## config.mk

```make
export PLATFORM = sky130hd
export DESIGN_NAME = mfalu
export DESIGN_NICKNAME = d
export VERILOG_FILES = /design/src/rtl/mfalu_pkg.sv /design/src/rtl/mfalu_ctrl.sv /design/src/rtl/mfalu_addsub.sv /design/src/rtl/mfalu_shifter.sv /design/src/rtl/mfalu_datapath.sv /design/src/rtl/mfalu.sv
export SDC_FILE = /design/constraint.sdc
export NUM_CORES = 1
export LEC_CHECK = 0
export ABC_AREA = 1
export BUFFER_PORTS_ARGS = -buffer_cell sky130_fd_sc_hd__buf_2
export CORE_MARGIN = 10
export CORE_UTILIZATION = 30
export DETAILED_ROUTE_END_ITERATION = 16
export PLACE_DENSITY = 0.44
export SYNTH_ARGS = -nofsm -noshare
export SYNTH_HDL_FRONTEND = slang
export SYNTH_SLANG_ARGS = --single-unit
export TNS_END_PERCENT = 1
```

## constraint.sdc

```tcl
create_clock -name vclk -period 9.04
set_clock_uncertainty 0.1 [all_clocks]
set_input_delay 0.904 -clock vclk [all_inputs]
set_output_delay 0.904 -clock vclk [all_outputs]
set_load 0.1 [all_outputs]
```

## src/rtl/mfalu_pkg.sv

```systemverilog
package mfalu_pkg;

  typedef enum logic [1:0] {
    UNIT_SHIFT = 2'b00,
    UNIT_SLT   = 2'b01,
    UNIT_ARITH = 2'b10,
    UNIT_LOGIC = 2'b11
  } unit_e;

  typedef enum logic [1:0] {
    LOG_AND = 2'b00,
    LOG_OR  = 2'b01,
    LOG_NOR = 2'b10,
    LOG_XOR = 2'b11
  } logic_e;

  typedef enum logic [1:0] {
    SH_LEFT  = 2'b00,
    SH_ARITH = 2'b01,
    SH_LOGIC = 2'b10,
    SH_ROT   = 2'b11
  } shift_e;

  // How the shifter widens its data word before right shifting
  typedef enum logic [1:0] {
    EXT_ZERO   = 2'b00,  // zeros above the word
    EXT_SIGN   = 2'b01,  // sign copies above the word
    EXT_WRAP   = 2'b10,  // low bits of the word above it
    EXT_LOWPAD = 2'b11   // zeros below the word
  } ext_e;

  // One-hot result pick positions
  localparam int PICK_SHIFT = 0;
  localparam int PICK_SLT   = 1;
  localparam int PICK_ARITH = 2;
  localparam int PICK_LOGIC = 3;
  localparam int PICK_N     = 4;

  typedef struct packed {
    logic              invB;
    logic              carryIn;
    logic              amtInvert;
    ext_e              extMode;
    logic [PICK_N-1:0] pick;
    logic_e            logicOp;
    logic              ovfEnable;
  } strobe_t;

endpackage

```

## src/rtl/mfalu_ctrl.sv

```systemverilog
module mfalu_ctrl
  import mfalu_pkg::*;
(
  input  logic [1:0] unitSel,
  input  logic [1:0] logicSel,
  input  logic [1:0] shiftSel,
  input  logic       subSel,
  output strobe_t    strobes
);

  always_comb begin
    strobes           = '0;
    strobes.extMode   = EXT_ZERO;
    strobes.logicOp   = logic_e'(logicSel);
    unique case (unit_e'(unitSel))
      UNIT_SHIFT: begin
        strobes.pick[PICK_SHIFT] = 1'b1;
        unique case (shift_e'(shiftSel))
          SH_LEFT: begin
            strobes.extMode   = EXT_LOWPAD;
            strobes.amtInvert = 1'b1;
          end
          SH_ARITH: strobes.extMode = EXT_SIGN;
          SH_LOGIC: strobes.extMode = EXT_ZERO;
          SH_ROT:   strobes.extMode = EXT_WRAP;
          default:  strobes.extMode = EXT_ZERO;
        endcase
      end
      UNIT_SLT: begin
        strobes.pick[PICK_SLT] = 1'b1;
        strobes.invB           = 1'b1;
        strobes.carryIn        = 1'b1;
        strobes.ovfEnable      = 1'b1;
      end
      UNIT_ARITH: begin
        strobes.pick[PICK_ARITH] = 1'b1;
        strobes.invB             = subSel;
        strobes.carryIn          = subSel;
        strobes.ovfEnable        = 1'b1;
      end
      UNIT_LOGIC: strobes.pick[PICK_LOGIC] = 1'b1;
      default:    strobes.pick = '0;
    endcase
  end

endmodule

```

## src/rtl/mfalu_addsub.sv

```systemverilog
module mfalu_addsub #(
  parameter int WIDTH = 32
) (
  input  logic [WIDTH-1:0] a,
  input  logic [WIDTH-1:0] b,
  input  logic             invB,
  input  logic             carryIn,
  output logic [WIDTH-1:0] sum,
  output logic             ovf
);

  logic [WIDTH-1:0] bEff;

  always_comb begin
    bEff = invB ? ~b : b;
    sum  = a + bEff + WIDTH'(carryIn);
    ovf  = (a[WIDTH-1] == bEff[WIDTH-1]) && (sum[WIDTH-1] != a[WIDTH-1]);
  end

  // a subtraction undone by adding b back must restore a
  always_comb begin
    a_r2_sub_inverse: assert (!(invB && carryIn) || ((sum + b) == a))
      else $error("a_r2_sub_inverse: difference plus b does not return a");
  end

endmodule

```

## src/rtl/mfalu_shifter.sv

```systemverilog
module mfalu_shifter
  import mfalu_pkg::*;
#(
  parameter int WIDTH = 32,
  localparam int AW   = $clog2(WIDTH),
  localparam int PAD  = WIDTH - 1,
  localparam int EW   = WIDTH + PAD
) (
  input  logic [WIDTH-1:0] data,
  input  logic [AW-1:0]    amt,
  input  logic             amtInvert,
  input  ext_e             extMode,
  output logic [WIDTH-1:0] shifted
);

  logic [EW-1:0] extWord;
  logic [AW-1:0] effAmt;

  always_comb begin
    unique case (extMode)
      EXT_ZERO:   extWord = {{PAD{1'b0}}, data};
      EXT_SIGN:   extWord = {{PAD{data[WIDTH-1]}}, data};
      EXT_WRAP:   extWord = {data[WIDTH-2:0], data};
      EXT_LOWPAD: extWord = {data, {PAD{1'b0}}};
      default:    extWord = {{PAD{1'b0}}, data};
    endcase
    effAmt = amtInvert ? ~amt : amt;
  end

  // Each stage drops the bits that no later stage can bring into the low word
  for (genvar s = 0; s < AW; s++) begin : g_stage
    localparam int STEP = 1 << (AW - 1 - s);
    localparam int IW   = WIDTH + 2 * STEP - 1;
    localparam int OW   = WIDTH + STEP - 1;
    logic [IW-1:0] din;
    logic [OW-1:0] dout;
    if (s == 0) begin : g_first
      assign din = extWord;
    end else begin : g_next
      assign din = g_stage[s-1].dout;
    end
    assign dout = effAmt[AW-1-s] ? din[STEP +: OW] : din[OW-1:0];
  end

  assign shifted = g_stage[AW-1].dout;

  logic [WIDTH-1:0] hiMask;
  logic [WIDTH-1:0] loMask;
  always_comb begin
    hiMask = ~({WIDTH{1'b1}} >> amt);
    loMask = ~({WIDTH{1'b1}} << amt);
  end

  // bits vacated by a left shift hold zeros
  always_comb begin
    a_r7_left_low_zero: assert (extMode != EXT_LOWPAD || (shifted & loMask) == '0)
      else $error("a_r7_left_low_zero: low vacated bits not zero");
  end

  // bits vacated by an arithmetic right shift copy the sign
  always_comb begin
    a_r9_sign_fill: assert (extMode != EXT_SIGN ||
                            (shifted & hiMask) == (data[WIDTH-1] ? hiMask : '0))
      else $error("a_r9_sign_fill: upper vacated bits do not match sign");
  end

  // a rotate by zero returns the word unchanged
  always_comb begin
    a_r10_rotate_zero: assert (extMode != EXT_WRAP || amt != '0 || shifted == data)
      else $error("a_r10_rotate_zero: zero rotate altered the word");
  end

endmodule

```

## src/rtl/mfalu_datapath.sv

```systemverilog
module mfalu_datapath
  import mfalu_pkg::*;
#(
  parameter int WIDTH = 32,
  localparam int AW   = $clog2(WIDTH)
) (
  input  logic [WIDTH-1:0] opA,
  input  logic [WIDTH-1:0] opB,
  input  logic [AW-1:0]    shAmt,
  input  strobe_t          strobes,
  output logic [WIDTH-1:0] result,
  output logic             zeroFlag,
  output logic             ovfFlag
);

  logic [WIDTH-1:0] sum;
  logic             addOvf;
  logic [WIDTH-1:0] shiftOut;
  logic [WIDTH-1:0] logicOut;
  logic [WIDTH-1:0] sltOut;

  mfalu_addsub #(.WIDTH(WIDTH)) i_addsub (
    .a       (opA),
    .b       (opB),
    .invB    (strobes.invB),
    .carryIn (strobes.carryIn),
    .sum     (sum),
    .ovf     (addOvf)
  );

  mfalu_shifter #(.WIDTH(WIDTH)) i_shifter (
    .data      (opA),
    .amt       (shAmt),
    .amtInvert (strobes.amtInvert),
    .extMode   (strobes.extMode),
    .shifted   (shiftOut)
  );

  always_comb begin
    unique case (strobes.logicOp)
      LOG_AND: logicOut = opA & opB;
      LOG_OR:  logicOut = opA | opB;
      LOG_NOR: logicOut = ~(opA | opB);
      LOG_XOR: logicOut = opA ^ opB;
      default: logicOut = opA & opB;
    endcase
    sltOut = {{(WIDTH-1){1'b0}}, sum[WIDTH-1] ^ addOvf};
  end

  // One-hot AND-OR result select
  always_comb begin
    result = ({WIDTH{strobes.pick[PICK_SHIFT]}} & shiftOut)
           | ({WIDTH{strobes.pick[PICK_SLT]}}   & sltOut)
           | ({WIDTH{strobes.pick[PICK_ARITH]}} & sum)
           | ({WIDTH{strobes.pick[PICK_LOGIC]}} & logicOut);
    zeroFlag = ~|result;
    ovfFlag  = addOvf & strobes.ovfEnable;
  end

  // exactly one unit drives the result
  always_comb begin
    a_r3_one_unit: assert ($onehot(strobes.pick))
      else $error("a_r3_one_unit: result pick is not one-hot");
  end

  // compare result carries nothing above bit 0
  always_comb begin
    a_r4_slt_upper_zero: assert (!strobes.pick[PICK_SLT] || result[WIDTH-1:1] == '0)
      else $error("a_r4_slt_upper_zero: compare result has upper bits set");
  end

endmodule

```

## src/rtl/mfalu.sv

```systemverilog
module mfalu
  import mfalu_pkg::*;
(
  input  logic [31:0] opA,
  input  logic [31:0] opB,
  input  logic [4:0]  shAmt,
  input  logic [1:0]  unitSel,
  input  logic [1:0]  logicSel,
  input  logic [1:0]  shiftSel,
  input  logic        subSel,
  output logic [31:0] result,
  output logic        zeroFlag,
  output logic        ovfFlag
);

  strobe_t strobes;

  mfalu_ctrl i_ctrl (
    .unitSel  (unitSel),
    .logicSel (logicSel),
    .shiftSel (shiftSel),
    .subSel   (subSel),
    .strobes  (strobes)
  );

  mfalu_datapath #(.WIDTH(32)) i_datapath (
    .opA      (opA),
    .opB      (opB),
    .shAmt    (shAmt),
    .strobes  (strobes),
    .result   (result),
    .zeroFlag (zeroFlag),
    .ovfFlag  (ovfFlag)
  );

  // shift and logic units never report overflow
  always_comb begin
    a_r5_no_overflow: assert (!(unitSel == UNIT_SHIFT || unitSel == UNIT_LOGIC) || !ovfFlag)
      else $error("a_r5_no_overflow: overflow raised outside add/compare");
  end

endmodule

```

Word-level counts from Yosys, hierarchy flattened

Index checks and enable logic that the tools add are counted.

Add/subtract/negate cells: 2
Reductions and logical operators: 8
Equal/unequal tests: 14
Bitwise logic cells: 15
Multiplexer cells: 18

Operator list:

| operator                                            | count |
|---|---|
| one-hot mux 63 bit (4 select lines)                 | 1 |
| AND 32 bit                                          | 4 |
| bitwise OR 32 bit                                   | 4 |
| one-hot mux 32 bit (4 select lines)                 | 1 |
| two-way mux 32 bit                                  | 2 |
| NOT 32 bit                                          | 2 |
| two-way mux 47 bit                                  | 1 |
| two-way mux 39 bit                                  | 1 |
| two-way mux 35 bit                                  | 1 |
| two-way mux 33 bit                                  | 1 |
| adder 32 x 1 -> 32 bit                              | 1 |
| adder 32 bit                                        | 1 |
| AND 32 x 1 -> 32 bit                                | 1 |
| OR reduction 32 bit                                 | 1 |
| XOR 32 bit                                          | 1 |
| equality test 2 bit, second input constant          | 8 |
| equality test 2 x 1 -> 1 bit, second input constant | 4 |
| logical NOT 2 bit                                   | 4 |
| one-hot mux 2 bit (4 select lines)                  | 1 |
| two-way mux 1 bit                                   | 6 |
| two-way mux 5 bit                                   | 1 |
| NOT 5 bit                                           | 1 |
| one-hot mux 2 bit (2 select lines)                  | 1 |
| two-way mux 3 bit                                   | 1 |
| 7 further kinds                                     | 7 |

Register bits after elaboration: 0
Bits of input ports: 76
Output and inout port bits: 34

Logic depth before layout (Yosys ltp)

Gate-level depths: netlist of the first run.

Word-level depth: 16
Depth in mapped cells: 27

Hierarchy

A second synthesis of the first run with hierarchy kept.

Cells, all modules: 1699
Area, all modules: 8728.4 um^2

Modules (own cells, without submodules):

| module         | cells each | instances | area an instance (um^2) |
|---|---|---|---|
| mfalu_datapath | 581        | 1         | 3037.9 |
| mfalu_shifter  | 594        | 1         | 2899.0 |
| mfalu_addsub   | 500        | 1         | 2627.5 |
| mfalu_ctrl     | 24         | 1         | 163.9 |

Worst setup path before layout of the first run

No wires, ideal clock.

Path type: input port to output port
From: input port unitSel[0]
To: output port zeroFlag
Arrival time: 6001 ps
Slack: 2035 ps
Stages: 20
Cells stage by stage: inv_1 ha_1 nand2_1 buf_1 xor2_1 inv_1 fa_1 o21ai_0 a21boi_0 o21bai_1 nand2_1 nand3_1 a21oi_1 o21ai_0 nand3_1 nor2_1 nand2_1 nor2_1 nand2_1 nor2_1

Word-level cells in the longest chain between the ends: 15

RTL lines:

| element                                                               | line                 | text |
|---|---|---|
| from (decl)                                                           | mfalu.sv:7           | `input logic [1:0] unitSel,` |
| parallel branches: the longest is 12 deep, another holds adder 32 bit | --                   |  |
| bitwise OR 32 bit (*)                                                 | mfalu_datapath.sv:55 | `\| ({WIDTH{strobes.pick[PICK_LOGIC]}} & logicOut);` |
| named net result[26]                                                  | mfalu.sv:11          | `output logic [31:0] result,` |
| OR reduction 32 bit (*)                                               | mfalu_datapath.sv:56 | `zeroFlag = ~\|result;` |
| logical NOT 1 bit (*)                                                 | mfalu_datapath.sv:56 |  |
| to (decl)                                                             | mfalu.sv:12          | `output logic zeroFlag,` |

Mark *: on every way through the listed nets, which the timed path passes.

Worst setup path after layout of the first run

From: input port unitSel[0]
To: output port zeroFlag

Word-level cells in the longest chain between the ends: 15

RTL lines:

| element                                                               | line |
|---|---|
| parallel branches: the longest is 12 deep, another holds adder 32 bit | -- |
| bitwise OR 32 bit (*)                                                 | mfalu_datapath.sv:55 |
| OR reduction 32 bit (*)                                               | mfalu_datapath.sv:56 |
| logical NOT 1 bit (*)                                                 | mfalu_datapath.sv:56 |

Mark *: on every way between the ends.

==> results_dict.tcl, run 1 <==
set metrics [dict create \
    wl_per_cell_um 20.6 \
    std_cell_rows 57 \
    slew_headroom 0.282 \
    rsz0062_at_grt "no" \
    synth_area_per_cell_um2 5.41 \
    fin_crit_sh 0.791 \
    syn_inst 1373 \
    start_kind "primary input" \
    critical_path.cell_chain "buf_2 -> inv_1 -> ha_1 -> nand2_1 -> nand2_1 -> nand2_2 -> o21ai_1 -> inv_1 -> fa_1 -> o21ai_0 -> a21boi_0 -> o21bai_1 -> nand2_1 -> nand3_1 -> a21oi_1 -> o21ai_0 -> nand3_1 -> nor2_1 -> nand2_1 -> nor2_1 -> nand2_1 -> nor2_1 -> buf_2" \
    yosys_warnings 0 \
    grt_max_degree 57 \
    cts_resized 0 \
    final_antenna_net_count 0 \
    setup_viol 0 \
    setup-tns-final_ns 0 \
    drive_gt1_frac 0.0980 \
    antenna_found_initial 0 \
    drtIter0Drc 956 \
    seq_cell_count 0 \
    path_max_fanout 32 \
    synthToLayoutAreaGrowth_pct 9.56 \
    leakage_nw 4.03 \
    report.final.hold_viol_count 0 \
    place_congestion 0.960 \
    drt_pre_antenna_iters 5 \
    worst_path_max_delay_cell "ha_1" \
    post-place-cells 1742 \
    dieArea_um2 31400 \
    die_w_um 177 \
    peakVddDrop_mv 0.0788 \
    grt_pass1_wl_mm 55.2 \
    diodes 0 \
    required_ns 8.04 \
    fillers 2855 \
    viasPerCell 5.70 \
    syn-num-nets 1552 \
    die_h_um 177 \
    clock.fmax_mhz 140 \
    cp_data_arrival_time_ns 6.15 \
    nets 1599 \
    cp-end-kind "output pin" \
    grtUsageTotal 0.220 \
    routed_wl_mm 35.9 \
    post-route-drc-count 0 \
    utilization 0.334 \
    worstMarginPinSlew_ns 1.07 \
    post_cts_buffers 0 \
    layout_setup_ws_ns 1.89 \
    max_cap_viol_count 0 \
    coreArea_um2 24300 \
    numPortBuffers 110 \
    preCtsSetupSlack_ns 1.92 \
    instances_no_fill 1742 \
    cts_hold_buf 0 \
    outcome "finished, final reports clean" \
    ios 110 \
    path_class "in2out" \
    crit_path_max_incr_delay_ns 0.83 \
    start_util 0.305 \
    power_density_nw_per_um2 102 \
    final.min_clock_period_ns 7.15 \
    layout.area.seq_um2 0 \
    dp_hpwl_mm 28.8 \
    vias 9922 \
    netlist_area_um2 7420 \
    grt_pass1_vias 9480 \
    grt_overflow 0 \
    clockBufferCount 0 \
    synth_cell_type_count 36 \
    drv_slew 0 \
    hold_path_class "in2out" \
    seq_area_frac_synth 0 \
    hold_ws_ns 2.49 \
    crit_path_frequent_cell "nand2_1" \
]
## Yosys cell counts
cell type  count  share of area
a21o_1         5         0.0051
ha_1         102           0.17
a21oi_1       59          0.040
nor3b_1        1         0.0010
a221oi_1       6         0.0071
buf_1         11         0.0056
or2_1          1        0.00084
or2_2          3         0.0025
a211oi_1       1         0.0010
and3_1         3         0.0025
o21a_1         1         0.0010
nor4_1         2         0.0017
nand3_1      380           0.26
xor2_2         2         0.0044
o21ai_1        8         0.0054
nor2_2         2         0.0017
xor2_1        34          0.040
clkbuf_1      41          0.021
nand4_1       49          0.041
nor2_1        85          0.043
fa_1           1         0.0027
o21bai_1       3         0.0030
nand2_2        2         0.0017
buf_6          3         0.0046
o21ai_0       61          0.041
nor3_1         6         0.0040
nand3b_1       4         0.0040
inv_1        137          0.069
o211ai_1      50          0.051
buf_2         18          0.012
buf_4          5         0.0051
inv_2          4         0.0020
nand2_1      275           0.14
a21boi_0       4         0.0040
a31oi_1        3         0.0025
xnor2_1        1         0.0012
## routing by layer
metal / wire length (µm) / track usage / vias up / share of wire
met2: 17000 / 0.379 / 379 / 0.47
met1: 15700 / 0.294 / 4628 / 0.44
li1: - / - / 4843 / -
met5: 0 / 0 / - / 0
met3: 1890 / 0.00850 / 72 / 0.052
met4: 1300 / 0.0604 / 0 / 0.036
## layout make-up
type                       instances  area (µm²)  area share
multi-input combinational       1154        6550       0.805
timing repair buffer             123         648      0.0797
inverter                         141         529      0.0651
tap                              324         405      0.0499
## worst max-delay path, delay by kind of cell
family	cells	cell delay [ns]
AOI/OAI and AO/OA	6	1.63
and+or+nand+nor	11	1.58
adders and majority gates	2	1.26
buffers and inverters	4	0.75
## power by group
group | switching, mW | internal (mW) | leakage, nW
clock | 0 | 0 | 0
sequential | 0 | 0 | 0
combinational | 0.624 | 0.208 | 4.03
total | 0.624 | 0.208 | 4.03
## metrics by stage
stage | total power, mW | area, µm²
after floorplan | 0.613 | 7420
after global placement | 0.827 | 8130
after detailed placement | 0.824 | 8130
after CTS | 0.826 | 8130
after global routing | 0.906 | 8130
final | 0.832 | 8130
## path summary, 6_finish.rpt
check | start | end | slack, ns | cells past startpoint
setup / recovery | unitSel[0] | zeroFlag | 1.89 | 23
hold / removal | opA[31] | ovfFlag | 2.49 | 4
## logic make-up (layout without fill, tap and decap cells)
| family | Yosys count | after routing | share of synthesized area |
|---|---|---|---|
| buf+inv | 219 | 264 | 0.119 |
| xor+xnor | 37 | 37 | 0.0457 |
| compound gates | 201 | 201 | 0.161 |
| fa+ha+maj | 103 | 103 | 0.175 |
| simple gates | 813 | 813 | 0.500 |
## cells in the final DEF (no fill, tap or decap), drive strengths merged
| master | count |
|---|---|
| o21a | 1 |
| nor2 | 87 |
| nand3 | 380 |
| and3 | 3 |
| nand4 | 49 |
| a21boi | 4 |
| nand3b | 4 |
| a31oi | 3 |
| or2 | 4 |
| buf | 123 |
| a211oi | 1 |
| nor3b | 1 |
| xnor2 | 1 |
| o21bai | 3 |
| ha | 102 |
| a221oi | 6 |
| nor4 | 2 |
| nand2 | 277 |
| a21o | 5 |
| fa | 1 |
| o211ai | 50 |
| inv | 141 |
| xor2 | 36 |
| a21oi | 59 |
| nor3 | 6 |
| o21ai | 69 |
Note: power is estimated with default switching activity, not from simulation.
==> inputs of run 2 (changes only) <==
--- a/config.mk
+++ b/config.mk
@@ -10,7 +10,7 @@
 export CORE_MARGIN = 10
 export CORE_UTILIZATION = 30
 export DETAILED_ROUTE_END_ITERATION = 16
-export PLACE_DENSITY = 0.44
+export PLACE_DENSITY = 0.46
 export SYNTH_ARGS = -nofsm -noshare
 export SYNTH_HDL_FRONTEND = slang
 export SYNTH_SLANG_ARGS = --single-unit
==> constraint.sdc (replaced) <==
create_clock -name vclk -period 5.75
set_clock_uncertainty 0.1 [all_clocks]
set_input_delay 0.575 -clock vclk [all_inputs]
set_output_delay 0.575 -clock vclk [all_outputs]
set_load 0.1 [all_outputs]
==> run 2 against run 1 <==
Against the previous run:
- first-iteration DRC count rose by 16%
- critical path depth fell by 1
- die area did not move
- combinational power rose by 65%
- critical path type unchanged
- critical endpoint unchanged
==> results_dict.tcl, run 2 (synthesis gave the netlist of run 1 again) <==
set metrics [dict create \
    clock.fmax_mhz 201 \
    layout.area.seq_um2 0 \
    diodes 0 \
    final_common_cell "nand3_1" \
    grt_pass1_vias 9671 \
    routed_wl_mm 36.3 \
    power_density_nw_per_um2 163 \
    nets 1608 \
    final.min_clock_period_ns 4.98 \
    utilization 0.345 \
    final_antenna_net_count 0 \
    multi_input_area_um2 6560 \
    cts_hold_buf 0 \
    vias 9993 \
    numPortBuffers 110 \
    grtUsageTotal 0.222 \
    peakVddDrop_mv 0.0927 \
    wl_per_cell_um 20.7 \
    cp_data_arrival_time_ns 4.31 \
    start_kind "primary input" \
    antenna_found_initial 0 \
    place_congestion 0.942 \
    drtIter0Drc 1110 \
    required_ns 5.08 \
    coreArea_um2 24300 \
    drv_slew 0 \
    synthToLayoutAreaGrowth_pct 13.2 \
    post-route-drc-count 0 \
    final_cell_mix "nand3_1 (380), nand2_1 (274), inv_1 (137)" \
    rsz0062_at_grt "no" \
    hold_start "opA[31]" \
    fin_crit_sh 0.866 \
    outcome "finished, final reports clean" \
    worst_path_max_delay_cell "a21boi_0" \
    whs_endpoint "ovfFlag" \
    max_cap_viol_count 0 \
    die_w_um 177 \
    viasPerCell 5.71 \
    hold_path_depth 4 \
    die_h_um 177 \
    std_cell_rows 57 \
    crit_path_frequent_cell "nand2_1" \
    grt_overflow 0 \
    critical_path.cell_chain "buf_2 -> inv_1 -> ha_1 -> nand2_2 -> buf_4 -> xor2_1 -> ha_1 -> a21oi_1 -> a21boi_0 -> inv_1 -> nand2_1 -> nand2_1 -> o21ai_0 -> a21oi_1 -> nor2_1 -> nand2_1 -> nor2_1 -> nand2_1 -> nor2_1 -> nand2_1 -> nor2_4 -> buf_12" \
    drt_pre_antenna_iters 6 \
    fillers 2849 \
    post_cts_buffers 0 \
    leakage_nw 4.13 \
    cp-end-kind "output pin" \
    start_util 0.305 \
    ios 110 \
    setup-tns-final_ns 0 \
    seq_cell_count 0 \
    hold_path_class "in2out" \
    grt_max_degree 57 \
    drive_gt1_frac 0.104 \
    crit_path_max_incr_delay_ns 0.34 \
    setup_viol 0 \
    clockBufferCount 0 \
    power.total_mw 1.37 \
    report.final.hold_viol_count 0 \
    worstMarginPinSlew_ns 1.10 \
    slew_headroom 0.263 \
    dieArea_um2 31400 \
    cts_resized 0 \
    grt_pass1_wl_mm 55.6 \
    path_max_fanout 17 \
    path_class "in2out" \
    dp_hpwl_mm 29.3 \
]
run 2: cell types whose count changed in the layout (fill, tap and decap cells not counted), sizes merged:
cell / delta
buf: +9
run 2: worst max-delay path by stage:
stage               start        to  slack [ns]  depth (start not counted)
2_1_floorplan  unitSel[0]  zeroFlag        0.15                         20
3_3_place_gp   unitSel[0]  zeroFlag        0.89                         24
3_5_place_dp   unitSel[0]  zeroFlag        0.79                         24
4_1_cts        unitSel[0]  zeroFlag        0.79                         24
5_1_grt        unitSel[0]  zeroFlag        0.33                         27
6_report       unitSel[0]  zeroFlag        0.77                         22
run 2: critical path, delay by kind of cell:
family,cells,cell delay [ns]
fa+ha+maj,2,0.64
xor+xnor,1,0.27
buf+inv,5,0.84
compound gates,4,0.75
simple gates,10,1.20
run 2: final cells by class:
type | instances | share of cell area
Inverter | 141 | 0.0630
Multi-Input combinational cell | 1154 | 0.780
Timing Repair Buffer | 132 | 0.108
Tap cell | 324 | 0.0483
run 2: through the flow:
stage	hold slack [ns]	setup WS, ns	area [µm²]	cells
4_1_cts	1.74	0.787	8400	1751
3_5_place_dp	1.74	0.789	8400	1751
3_3_place_gp	1.75	0.888	8400	1751
5_1_grt	1.77	0.330	8400	1751
2_1_floorplan	1.78	0.154	7430	1373
6_report	1.75	0.769	8400	1751
run 2: power breakdown:
group	switching (mW)	internal [mW]	leakage, nW
clock	0	0	0
combinational	0.992	0.377	4.13
sequential	0	0	0
total	0.992	0.377	4.13
run 2: metal layers:
layer / part of all wire / vias to the layer above / track usage / routed length [µm]
li1: - / 4867 / - / -
met1: 0.44 / 4676 / 0.296 / 16100
met2: 0.47 / 385 / 0.379 / 17200
met3: 0.060 / 65 / 0.0210 / 2180
met4: 0.024 / 0 / 0.0469 / 877
met5: 0 / - / 0 / 0
==> inputs of run 3 (changes only) <==
==> constraint.sdc (replaced) <==
create_clock -name vclk -period 5.75
set_clock_uncertainty 0.1 [all_clocks]
set_input_delay 1.15 -clock vclk [all_inputs]
set_output_delay 1.15 -clock vclk [all_outputs]
set_load 0.1 [all_outputs]
==> run 3 against run 2 <==
Against the previous run:
- worst setup slack lost 0.69 ns
- routed wire length grew 5.1%
- sequential cell count is the same
- power grew 39%
- non-clock buffer count grew 138
- die area is the same
- via count grew 3.8%
- sequential share of layout area is the same
- first-iteration DRC count shrank 5.8%
==> results_dict.tcl, run 3 (synthesis gave the netlist of run 1 again) <==
set metrics [dict create \
    cp-end-kind "output pin" \
    preCtsSetupSlack_ns -0.139 \
    dp_hpwl_mm 30.9 \
    nets 1746 \
    die_w_um 177 \
    start_util 0.305 \
    crit_path_max_incr_delay_ns 0.34 \
    post-route-drc-count 0 \
    layout_setup_ws_ns 0.0824 \
    path_class "in2out" \
    coreArea_um2 24300 \
    die_h_um 177 \
    grt_pass1_wl_mm 57.3 \
    peakVddDrop_mv 0.138 \
    drive_gt1_frac 0.313 \
    layout.area.seq_um2 0 \
    setup_viol 0 \
    clock.fmax_mhz 176 \
    diodes 0 \
    place_congestion 0.973 \
    instances_no_fill 1889 \
    routed_wl_mm 38.2 \
    hold_path_class "in2out" \
    final.min_clock_period_ns 5.67 \
    vias 10370 \
    fillers 2562 \
    viasPerCell 5.49 \
    power.total_mw 1.90 \
    worst_path_max_delay_cell "ha_1" \
    grt_max_degree 57 \
    worstMarginPinSlew_ns 0.677 \
    ios 110 \
    final_antenna_net_count 0 \
    seq_cell_count 0 \
    path_max_fanout 6 \
    final_common_cell "nand3_1" \
    drt_pre_antenna_iters 6 \
    outcome "finished, final reports clean" \
    slew_headroom 0.547 \
    grt_pass1_vias 9834 \
    antenna_found_initial 0 \
    std_cell_rows 57 \
    wl_per_cell_um 20.2 \
    drv_slew 0 \
    utilization 0.453 \
    grt_overflow 0 \
    start_kind "primary input" \
    report.final.hold_viol_count 0 \
    cts_hold_buf 0 \
    leakage_nw 5.20 \
    required_ns 4.50 \
    power_density_nw_per_um2 172 \
    max_cap_viol_count 0 \
    synthToLayoutAreaGrowth_pct 48.6 \
    cp_data_arrival_time_ns 4.42 \
    clockBufferCount 0 \
    grtUsageTotal 0.228 \
    multi_input_area_um2 7780 \
    setup-tns-final_ns 0 \
    fin_crit_sh 0.986 \
    final_cell_mix "nand3_1 (349), nand2_1 (229), buf_4 (150)" \
    drtIter0Drc 1046 \
    post-place-cells 1854 \
    numPortBuffers 110 \
    dieArea_um2 31400 \
]
run 3: cell count changes in the layout (fill, tap and decap cells not counted), moves of 20 or more:
cell | previous run | this run
buf_4 | 22 | 150
nand2_2 | 3 | 37
nor2_2 | 3 | 25
o21ai_0 | 61 | 41
nand3_1 | 380 | 349
nor2_1 | 83 | 53
a21oi_1 | 59 | 34
nand2_1 | 274 | 229
buf_12 | 13 | 33
run 3: through the flow:
stage	hold slack, ns	instance area [µm²]
final	2.85	11000
after global routing	2.88	11000
after CTS	2.86	9880
after detailed placement	2.86	9680
after global placement	2.88	9680
after floorplan	2.72	7670
run 3: timing repair:
| action | CTS | global route |
|---|---|---|
| resized for setup | 31 | 226 |
| setup buffers | 8 | 24 |
| hold endpoints to repair | 0 | 0 |
| cloned | 1 | 2 |
| pin swaps | 14 | 91 |
| endpoints found under the setup margin | 1 | 2 |
run 3: worst max-delay path: cells and delay by family:
| kind | cells | cell delay, ns |
|---|---|---|
| and+or+nand+nor | 19 | 1.82 |
| buffers and inverters | 6 | 0.80 |
| xor gates and xnor gates | 1 | 0.14 |
| adders and majority gates | 2 | 0.48 |
run 3: routing by layer:
layer / global-route usage / vias to the layer above / share of wire
met5: 0 / - / 0
met4: 0.0524 / 0 / 0.027
met3: 0.00807 / 58 / 0.047
met2: 0.390 / 345 / 0.48
met1: 0.310 / 4831 / 0.45
li1: - / 5136 / -
run 3: report_power, final:
group	total [mW]	switching (mW)	internal (mW)	leakage, nW
Clock	0	0	0	0
Combinational	1.90	1.18	0.722	5.20
Sequential	0	0	0	0
Total	1.90	1.18	0.722	5.20
run 3: final cells by class:
cell class,count,area share
inverters,141,0.0485
repair buffers,270,0.209
multi-input cells,1154,0.705
well taps,324,0.0368
run 3: final timing paths:
path | startpoint | endpoint | slack (ns) | cells after the start
setup / recovery | unitSel[0] | zeroFlag | 0.08 | 28
hold / removal | opA[31] | ovfFlag | 2.85 | 4
